$ cat config.mk
export PLATFORM = sky130hd
export DESIGN_NAME = tlb_inv_sweep
export DESIGN_NICKNAME = d
export VERILOG_FILES = /design/src/rtl/tlb_inv_pkg.sv /design/src/rtl/tlb_inv_addr.sv /design/src/rtl/tlb_inv_match.sv /design/src/rtl/tlb_inv_sweep.sv
export SDC_FILE = /design/constraint.sdc
export NUM_CORES = 1
export LEC_CHECK = 0
export CAP_MARGIN = 20
export CORE_UTILIZATION = 45
export CTS_BUF_LIST = sky130_fd_sc_hd__clkbuf_4
export DETAILED_ROUTE_END_ITERATION = 7
export PLACE_DENSITY = 0.79
export SYNTH_ARGS = -nofsm -noshare
export SYNTH_HDL_FRONTEND = slang
export SYNTH_SLANG_ARGS = --single-unit
$ cat constraint.sdc
create_clock -name clk -period 6.42 [get_ports clk]
set_input_delay 1.284 -clock clk [delete_from_list [all_inputs] [get_ports clk]]
set_output_delay 1.284 -clock clk [all_outputs]
set_load 0.005 [all_outputs]
$ cat src/rtl/tlb_inv_pkg.sv
package tlb_inv_pkg;
  localparam int VA_W   = 48;
  localparam int PG_LSB = 13;
  localparam int VPPN_W = VA_W - PG_LSB;
  localparam int ASID_W = 10;
  localparam int PS_W   = 6;

  typedef struct packed {
    logic              exist;
    logic              glob;
    logic [ASID_W-1:0] asid;
    logic [VPPN_W-1:0] vppn;
    logic [PS_W-1:0]   ps;
  } tlb_ent_t;

  localparam int ENT_W = $bits(tlb_ent_t);

  typedef enum logic [1:0] {
    CK_INV   = 2'd0,
    CK_CLR   = 2'd1,
    CK_FLUSH = 2'd2,
    CK_RSVD  = 2'd3
  } cmd_kind_e;

  typedef enum logic [1:0] {
    SW_ALL,
    SW_LINE,
    SW_VAR,
    SW_NONE
  } sweep_e;

  typedef enum logic [2:0] {
    RULE_ANY,
    RULE_G,
    RULE_NG,
    RULE_ASID,
    RULE_ASID_PG,
    RULE_GA_PG
  } rule_e;
endpackage

$ cat src/rtl/tlb_inv_addr.sv
module tlb_inv_addr
  import tlb_inv_pkg::*;
#(
  parameter int SETS  = 256,
  parameter int WAYS  = 8,
  parameter int VAR_N = 64,
  localparam int VBASE = SETS * WAYS,
  localparam int TOTAL = VBASE + VAR_N,
  localparam int AW    = $clog2(TOTAL),
  localparam int CW    = $clog2(TOTAL + 1),
  localparam int LW    = (SETS > 1) ? $clog2(SETS) : 1
) (
  input  sweep_e          mode,
  input  logic [CW-1:0]   cnt,
  input  logic [LW-1:0]   line,
  output logic [AW-1:0]   addr,
  output logic            last
);
  always_comb begin
    case (mode)
      SW_LINE: begin
        addr = AW'(32'(cnt) * SETS + 32'(line));
        last = (32'(cnt) == WAYS - 1);
      end
      SW_VAR: begin
        addr = AW'(VBASE + 32'(cnt));
        last = (32'(cnt) == VAR_N - 1);
      end
      default: begin
        addr = AW'(cnt);
        last = (32'(cnt) == TOTAL - 1);
      end
    endcase
  end
endmodule

$ cat src/rtl/tlb_inv_match.sv
module tlb_inv_match
  import tlb_inv_pkg::*;
(
  input  rule_e             rule,
  input  tlb_ent_t          ent,
  input  logic [ASID_W-1:0] asid,
  input  logic [VA_W-1:0]   va,
  input  logic [PS_W-1:0]   ps,
  output logic              hit
);
  logic [VA_W-1:0] keep;
  logic [VA_W-1:0] stored;
  logic            asid_eq;
  logic            page_eq;
  logic            sel;

  always_comb begin
    keep    = {VA_W{1'b1}} << ({1'b0, ps} + 7'd1);
    stored  = {ent.vppn, {PG_LSB{1'b0}}};
    page_eq = ((va ^ stored) & keep) == '0;
    asid_eq = (ent.asid == asid);
    case (rule)
      RULE_G:       sel = ent.glob;
      RULE_NG:      sel = !ent.glob;
      RULE_ASID:    sel = !ent.glob && asid_eq;
      RULE_ASID_PG: sel = !ent.glob && asid_eq && page_eq;
      RULE_GA_PG:   sel = (ent.glob || asid_eq) && page_eq;
      default:      sel = 1'b1;
    endcase
    hit = ent.exist && sel;
  end
endmodule

$ cat src/rtl/tlb_inv_sweep.sv
module tlb_inv_sweep
  import tlb_inv_pkg::*;
#(
  parameter int SETS  = 256,
  parameter int WAYS  = 8,
  parameter int VAR_N = 64,
  localparam int VBASE = SETS * WAYS,
  localparam int TOTAL = VBASE + VAR_N,
  localparam int AW    = $clog2(TOTAL),
  localparam int CW    = $clog2(TOTAL + 1),
  localparam int LW    = (SETS > 1) ? $clog2(SETS) : 1
) (
  input  logic              clk,
  input  logic              rst,
  input  logic              cmd_valid,
  input  logic [1:0]        cmd_kind,
  input  logic [4:0]        cmd_op,
  input  logic              cmd_priv,
  input  logic [ASID_W-1:0] cmd_asid,
  input  logic [VA_W-1:0]   cmd_va,
  input  logic [AW-1:0]     cmd_index,
  input  logic [ASID_W-1:0] cur_asid,
  input  logic [PS_W-1:0]   shared_ps,
  output logic              arr_rd_en,
  output logic [AW-1:0]     arr_raddr,
  input  logic [ENT_W-1:0]  arr_rdata,
  output logic              arr_we,
  output logic [AW-1:0]     arr_waddr,
  output logic [ENT_W-1:0]  arr_wdata,
  output logic              busy,
  output logic              done,
  output logic              illegal
);
  // command decode
  logic   dec_legal;
  rule_e  dec_rule;
  sweep_e dec_mode;

  always_comb begin
    dec_legal = cmd_priv;
    dec_rule  = RULE_ANY;
    dec_mode  = SW_ALL;
    case (cmd_kind)
      CK_INV: begin
        case (cmd_op)
          5'd0, 5'd1: dec_rule = RULE_ANY;
          5'd2:       dec_rule = RULE_G;
          5'd3:       dec_rule = RULE_NG;
          5'd4:       dec_rule = RULE_ASID;
          5'd5:       dec_rule = RULE_ASID_PG;
          5'd6:       dec_rule = RULE_GA_PG;
          default:    dec_legal = 1'b0;
        endcase
      end
      CK_CLR, CK_FLUSH: begin
        dec_rule = (cmd_kind == CK_CLR) ? RULE_ASID : RULE_ANY;
        if (32'(cmd_index) < VBASE)      dec_mode = SW_LINE;
        else if (32'(cmd_index) < TOTAL) dec_mode = SW_VAR;
        else                             dec_mode = SW_NONE;
      end
      default: dec_legal = 1'b0;
    endcase
  end

  // latched operands
  rule_e             r_rule;
  sweep_e            r_mode;
  logic [ASID_W-1:0] r_asid;
  logic [VA_W-1:0]   r_va;
  logic [PS_W-1:0]   r_ps;
  logic [LW-1:0]     r_line;

  // sweep state
  logic          issuing;
  logic [CW-1:0] cnt;
  logic [AW-1:0] gen_addr;
  logic          gen_last;
  logic          rd_last;
  logic          p1_v;
  logic          p1_last;
  logic [AW-1:0] p1_addr;
  logic          w_last;

  wire accept = cmd_valid && !busy;

  tlb_inv_addr #(.SETS(SETS), .WAYS(WAYS), .VAR_N(VAR_N)) u_addr (
    .mode (r_mode),
    .cnt  (cnt),
    .line (r_line),
    .addr (gen_addr),
    .last (gen_last)
  );

  // compare stage
  tlb_ent_t        rd_ent;
  tlb_ent_t        wr_ent;
  logic [PS_W-1:0] p1_ps;
  logic            p1_hit;

  always_comb begin
    rd_ent       = tlb_ent_t'(arr_rdata);
    p1_ps        = (32'(p1_addr) >= VBASE) ? rd_ent.ps : r_ps;
    wr_ent       = rd_ent;
    wr_ent.exist = 1'b0;
  end

  tlb_inv_match u_match (
    .rule (r_rule),
    .ent  (rd_ent),
    .asid (r_asid),
    .va   (r_va),
    .ps   (p1_ps),
    .hit  (p1_hit)
  );

  // control path
  always_ff @(posedge clk) begin
    if (rst) begin
      busy      <= 1'b0;
      done      <= 1'b0;
      illegal   <= 1'b0;
      issuing   <= 1'b0;
      cnt       <= '0;
      arr_rd_en <= 1'b0;
      rd_last   <= 1'b0;
      p1_v      <= 1'b0;
      p1_last   <= 1'b0;
      arr_we    <= 1'b0;
      w_last    <= 1'b0;
    end else begin
      done      <= 1'b0;
      illegal   <= 1'b0;
      arr_rd_en <= issuing;
      p1_v      <= arr_rd_en;
      p1_last   <= arr_rd_en && rd_last;
      arr_we    <= p1_v && p1_hit;
      w_last    <= p1_v && p1_last;
      if (issuing) begin
        rd_last <= gen_last;
        cnt     <= cnt + 1'b1;
        if (gen_last) issuing <= 1'b0;
      end
      if (w_last) begin
        busy <= 1'b0;
        done <= 1'b1;
      end
      if (accept) begin
        if (!dec_legal)             illegal <= 1'b1;
        else if (dec_mode == SW_NONE) done  <= 1'b1;
        else begin
          busy    <= 1'b1;
          issuing <= 1'b1;
          cnt     <= '0;
        end
      end
    end
  end

  // data path, no reset
  always_ff @(posedge clk) begin
    if (accept && dec_legal) begin
      r_rule <= dec_rule;
      r_mode <= dec_mode;
      r_asid <= (cmd_kind == CK_CLR) ? cur_asid : cmd_asid;
      r_va   <= cmd_va;
      r_ps   <= shared_ps;
      r_line <= LW'(32'(cmd_index) % SETS);
    end
    if (issuing) arr_raddr <= gen_addr;
    p1_addr   <= arr_raddr;
    arr_waddr <= p1_addr;
    arr_wdata <= wr_ent;
  end
endmodule

* Word-level counts from Yosys, hierarchy flattened
Index checks and enable logic that the tools add are counted.
Storage, ports and cells: register bits after elaboration 187, bits of input ports 150, output and inout bits 82, word-level logic and storage cells 101
Operators by class: add/subtract/negate cells 4, magnitude comparators 3, eq/ne operators 20, shifts and indexed selects 1, mux-type cells 31, bitwise operators 3, reduce and logical (&&, ||, !) cells 18
Operator list (number):
- bitwise AND 48 bit | 1
- zero test 48 bit | 1
- 2-to-1 mux 12 bit | 4
- left shift 48 x 7 -> 48 bit (first input constant) | 1
- XOR 48 bit | 1
- < comparator 12 bit (second input constant) | 2
- one-hot mux 12 bit (2 select lines) | 1
- 2-to-1 mux 1 bit | 16
- == test 5 x 3 -> 1 bit (second input constant) | 3
- one-hot mux 3 bit (5 select lines) | 1
- adder 12 x 1 -> 12 bit (second input constant) | 1
- adder 12 bit (first input constant) | 1
- adder 12 x 8 -> 12 bit | 1
- == test 12 bit (second input constant) | 1
- == test 12 x 3 -> 1 bit (second input constant) | 1
- == test 12 x 6 -> 1 bit (second input constant) | 1
- >= comparator 12 bit (second input constant) | 1
- == test 10 bit | 1
- == test 5 x 2 -> 1 bit (second input constant) | 2
- 2-to-1 mux 10 bit | 1
- logical AND 1 bit | 9
- adder 6 x 1 -> 7 bit (second input constant) | 1
- OR reduction 7 bit | 1
- == test 2 bit (second input constant) | 3
- other kinds (16) | 24

* Longest topological paths before layout
word-level depth 10, gate-level depth with buffers 13, depth with buffers taken out 11

* By module
Synthesis repeated with hierarchy kept, for this count alone.
Unflattened totals: cells, all modules 539, area total of the unflattened synthesis 7201.9 um2
Modules (own cells, without submodules):
- tlb_inv_sweep | instances 1, cells each 296, area each 5436.5 um2, seq. area each 4634.4 um2
- tlb_inv_match | instances 1, cells each 212, area each 1508.9 um2, seq. area each 0.0 um2
- tlb_inv_addr | instances 1, cells each 31, area each 256.5 um2, seq. area each 0.0 um2

* Worst setup path after synthesis
OpenSTA, ideal clock, no wires.
path type input-to-reg, start point input cmd_kind[1], end point register cnt[10], setup time 128 ps, data arrival time 4800 ps, data required time 6292 ps, path slack 1493 ps, stages on the path 10, path buffers 1, path through inv_1 > ha_1 > nand2_1 > a31oi_1 > o211a_1 > and3b_1 > o21ai_0 > nand2_1 > clkbuf_1 > nor2_1
On the way: longest elaborated chain between the ends 7, elaborated cells on any way between the ends 10, those cells by class eq/ne: 3; mux: 5; reduce/logical: 2
RTL lines:
- start, declared | RTL line tlb_inv_sweep.sv:16 | input logic [1:0] cmd_kind,
- == test 2 x 1 -> 1 bit / == test 2 bit (equally long branches) | RTL line tlb_inv_sweep.sv:43 | case (cmd_kind)
- OR reduction 2 bit | RTL line tlb_inv_sweep.sv:43
- 2-to-1 mux 2 bit | RTL line tlb_inv_sweep.sv:43
- == test 2 bit | RTL line tlb_inv_sweep.sv:149 | else if (dec_mode == SW_NONE) done <= 1'b1;
- 2-to-1 mux 12 bit | RTL line tlb_inv_sweep.sv:149
- 2-to-1 mux 12 bit * | RTL line tlb_inv_sweep.sv:148 | if (!dec_legal) illegal <= 1'b1;
- 2-to-1 mux 12 bit * | RTL line tlb_inv_sweep.sv:147 | if (accept) begin
- end signal, assigned | RTL line tlb_inv_sweep.sv:140 | cnt <= cnt + 1'b1;
- end, declared | RTL line tlb_inv_sweep.sv:75 | logic [CW-1:0] cnt;
Mark *: on every way between the ends. The rest lies on a longest branch, timed or not. A chain may end at the register's enable or synchronous reset.

* Worst setup path in the final report
start point input arr_rdata[0], end point register arr_we
On the way: longest elaborated chain between the ends 9, elaborated cells on any way between the ends 10, those cells by class add/sub: 1; shift: 1; mux: 2; bitwise: 1; reduce/logical: 5
RTL lines:
- start, declared | RTL line tlb_inv_sweep.sv:26 | input logic [ENT_W-1:0] arr_rdata,
- 2-to-1 mux 6 bit * | RTL line tlb_inv_sweep.sv:102 | p1_ps = (32'(p1_addr) >= VBASE) ? rd_ent.ps : r_ps;
- adder 6 x 1 -> 7 bit * | RTL line tlb_inv_match.sv:18 | keep = {VA_W{1'b1}} << ({1'b0, ps} + 7'd1);
- left shift 48 x 7 -> 48 bit * | RTL line tlb_inv_match.sv:18
- bitwise AND 48 bit * | RTL line tlb_inv_match.sv:20 | page_eq = ((va ^ stored) & keep) == '0;
- zero test 48 bit * | RTL line tlb_inv_match.sv:20
- logical AND 1 bit (on tied branches) | RTL line tlb_inv_match.sv:27, tlb_inv_match.sv:26
- one-hot mux 1 bit (5 select lines) * | RTL line tlb_inv_match.sv:22 | case (rule)
- logical AND 1 bit * | RTL line tlb_inv_match.sv:30 | hit = ent.exist && sel;
- logical AND 1 bit * | RTL line tlb_inv_sweep.sv:136 | arr_we <= p1_v && p1_hit;
- end signal, assigned | RTL line tlb_inv_sweep.sv:136
- end, declared | RTL line tlb_inv_sweep.sv:27 | output logic arr_we,
Marked as above.

==> results.md <==
* Post-Syn Area at 6838 µm²
* Clock Latency Late Sink at 0.57 ns
* Core ar. at 14700 µm²
* Met2 wire length at 8217 µm
* Post-DRT Antenna Nets at 0
* Setup Fix Bufs, Post-CTS at 0
* Top Metal Used: met4
* # clock sinks at 187
* Final TNS setup at 0 ns
* Pwr dens at 228.8 nW/µm²
* Static leakage at 3.466 nW
* PostCTS Resize Cnt at 0
* Initial antenna violation count at 1
* Vias in the first global route at 4923
* P_int at 0.001657 W
* Fillers at 1081
* Setup violations, final at 0
* Register area share after synthesis at 67.78%
* CP max-delay cell: clkdlybuf4s50_1
* Worst path top cell family by delay: simple AND/OR/NAND/NOR gates
* Gpl congestion at 0.9071
* Largest net degree at the start of global routing at 43
* Wl on met1 at 6161 µm
* Comb pwr share at 12.5%
* Max-cap violations at 0
* Port bufs at 230
* Hold Crit Class: flip-flop to flip-flop
* CTS tree: built
* Net Sw Frac at 24.39%
* Total grt overflow at 0
* FP Rows at 44
* Maximum VDD drop at 0.1198 mV
* Power share of the clock group at 27.6%
* Die span in x at 125.3 µm
* Post-Route WL at 16150 µm
* DP HPWL at 12290 µm
* Syn. warnings at 0
* Min-delay src: p1_addr[7]$_DFF_P_
* Most common cell after layout, fill and taps aside: clkdlybuf4s50_1
* Syn-to-layout area delta at 40.02%
* CP Data Arrival Time at 4.22 ns
* Via count at 4863
* Hold-fix buffers at CTS at 0
* Share of total power in sequential cells at 59.9%
* Met3 WL at 1311 µm
* Net Count, Synth at 662
* Hold Vio Cnt, Final at 0
* R2R Path End: arr_we$_SDFF_PP0_
* Die height at 125.3 µm
* Synth Register Bits at 187
* Final setup skew at 0.01856 ns
* # H-tree levels at 4
* Vias per inst at 5.196
* Period utilisation layout at 57.69%
* Drt drc at 19
* CP required at 6.93 ns
* Crit path depth at 12
* Clock buffer depth at 2
* Reg-to-Reg Start: p1_addr[11]$_DFF_P_
* Crit. End Element: flip-flop
* Final setup margin at 2.716 ns
* Initial Util at 46.52%
* Pins over their slew limit at 0
* Min-Delay Endpoint: arr_waddr[7]$_DFF_P_
* Fraction of layout cells with a size suffix above 1 at 7.733%
* RSZ-0062 raised after global routing: false
* Io pins at 232
* Reg2reg setup slack at 3.09 ns
* Failing checks: design-rule violations
* Die area at 15690 µm²
* Hold Path Depth at 0
* Status: complete, but fails checks
* Tmin final at 3.704 ns
* Initial DRC Count at 369
* First-pass GRT wire length at 25290 µm
* Critical Path Fanout Max at 18
* Total CTS buffers at 17
* Root buffer cell: clkbuf_4
* Crit start category: primary input
* Final nets at 897
* Max stage delay on crit path at 0.53 ns
* Avg WL per Cell at 17.25 µm
* Worst Path Buf+Inv at 2
* Critical Path, Cell by Cell: clkdlybuf4s50_1 -> mux2i_1 -> inv_1 -> ha_1 -> nand4_1 -> nand3_1 -> nand2_1 -> o31a_1 -> o32a_1 -> nor4_2 -> a31oi_1 -> nor3_2
* Prevailing post-synth register cell: dfxtp_1
* Mapped Avg Cell Area at 13.62 µm²
* Number of library cell types mapped by synthesis at 66
* GR Util All Layers at 21.22%
* Clock transition at path regs at 0.15 ns
* R2R depth at 10
* Post-synth EDFFs at 89
* Most frequent cells in the layout: 230 x clkdlybuf4s50_1, 98 x dfxtp_1, 89 x edfxtp_1
* Asr flop ratio synth at 0%
* Fmax at 0.2700 GHz
* Tightest Pin Transition at 0.8786 ns
* Cell count after synthesis at 502
* Setup Slack @ Placement at 2.132 ns
* 1st-pass router iterations at 8
* Crit Path Class: primary input to flip-flop
* Launch point of the critical path: arr_rdata[0]
* Rel. slew slack at 41.35%
* Net Sw Power at 0.0005343 W
-- worst max path at each step --
stage / slack (ns) / to
2_1_floorplan: 1.49 / cnt[10]$_SDFF_PP0_
3_3_place_gp: 2.30 / arr_we$_SDFF_PP0_
3_5_place_dp: 2.13 / arr_we$_SDFF_PP0_
4_1_cts: 2.77 / arr_we$_SDFF_PP0_
5_1_grt: 2.44 / arr_we$_SDFF_PP0_
6_report: 2.72 / arr_we$_SDFF_PP0_
-- cell families after synthesis --
group | count (synthesis) | synth area share, %
DFF | 187 | 67.78
and+or+nand+nor | 111 | 8.582
AOI/OAI and AO/OA | 84 | 8.600
xor gates and xnor gates | 61 | 8.198
buffers and inverters | 29 | 1.903
muxes | 18 | 2.909
adders and majority gates | 11 | 1.976
other | 1 | 0.05484
-- final cells by class --
class	count	area, µm²	area share, %
Antenna cell	2	5.005	0.05227
Clock buffer	17	127.6	1.333
Clock inverter	15	137.6	1.438
Inverter	14	52.55	0.5489
Multi-Input combinational cell	286	2077	21.69
Sequential cell	187	4634	48.41
Tap cell	184	230.2	2.405
Timing Repair Buffer	231	2310	24.12
-- metal layers --
layer	track usage [%]	vias up
li1	-	2302
met1	24.20	2264
met2	36.67	254
met3	6.590	43
met4	9.326	0
met5	0	-
-- stage by stage --
stage | hold slack [ns] | utilization [%] | area (µm²) | power, W | std cells
final | 0.3323 | 65.13 | 9574 | 0.002191 | 936
after global routing | 0.3268 | 65.13 | 9574 | 0.002288 | 936
after CTS | 0.3333 | 65.10 | 9569 | 0.002210 | 934
after detailed placement | 0.3121 | 63.30 | 9304 | 0.001612 | 902
after global placement | 0.3111 | 63.30 | 9304 | 0.001604 | 902
after floorplan | 0.3096 | - | 6838 | 0.001438 | 502
-- power by group through the flow --
| stage | combinational (W) | sequential (W) | clock, W |
|---|---|---|---|
| global route | 0.000293 | 0.00132 | 0.000678 |
| detailed placement | 0.000272 | 0.00134 | 0 |
| finish | 0.000274 | 0.00131 | 0.000604 |
| CTS | 0.000274 | 0.00131 | 0.000623 |
| global placement | 0.000266 | 0.00134 | 0 |
| floorplan | 0.0000985 | 0.00134 | 0 |
-- cells in the mapped netlist (all sizes together) (11+ instances only) --
| cell | instances | area, µm² |
|---|---|---|
| a21oi | 18 | 101.4 |
| nand4 | 12 | 81.33 |
| nor2 | 35 | 133.9 |
| inv | 14 | 52.55 |
| dfxtp | 98 | 1962 |
| nand2 | 17 | 63.81 |
| a22o | 11 | 96.34 |
| mux2 | 12 | 135.1 |
| xor2 | 36 | 322.8 |
| nand3 | 12 | 60.06 |
| edfxtp | 89 | 2673 |
| xnor2 | 25 | 237.7 |
| o21ai | 20 | 100.1 |
-- worst reg2reg max path, stage by stage (launching register included) --
cell,delay (ns)
dfxtp_1,0.75
mux2_2,0.44
ha_1,0.31
nand4b_1,0.19
a21o_1,0.15
nand2_1,0.29
o31a_1,0.38
o32a_1,0.18
nor4_2,0.29
a31oi_1,0.14
nor3_2,0.17
-- registers in the layout (all words and copies together) (netlist names) --
register / cells
arr_raddr: 12
arr_rd_en: 1
arr_waddr: 12
arr_wdata: 52
arr_we: 1
busy: 1
cnt: 12
done: 1
illegal: 1
issuing: 1
p1_addr: 12
p1_last: 1
p1_v: 1
r_asid: 10
r_line: 8
r_mode: 2
r_ps: 6
r_rule: 3
r_va: 48
rd_last: 1
w_last: 1
(Power assumes the default switching activity.)
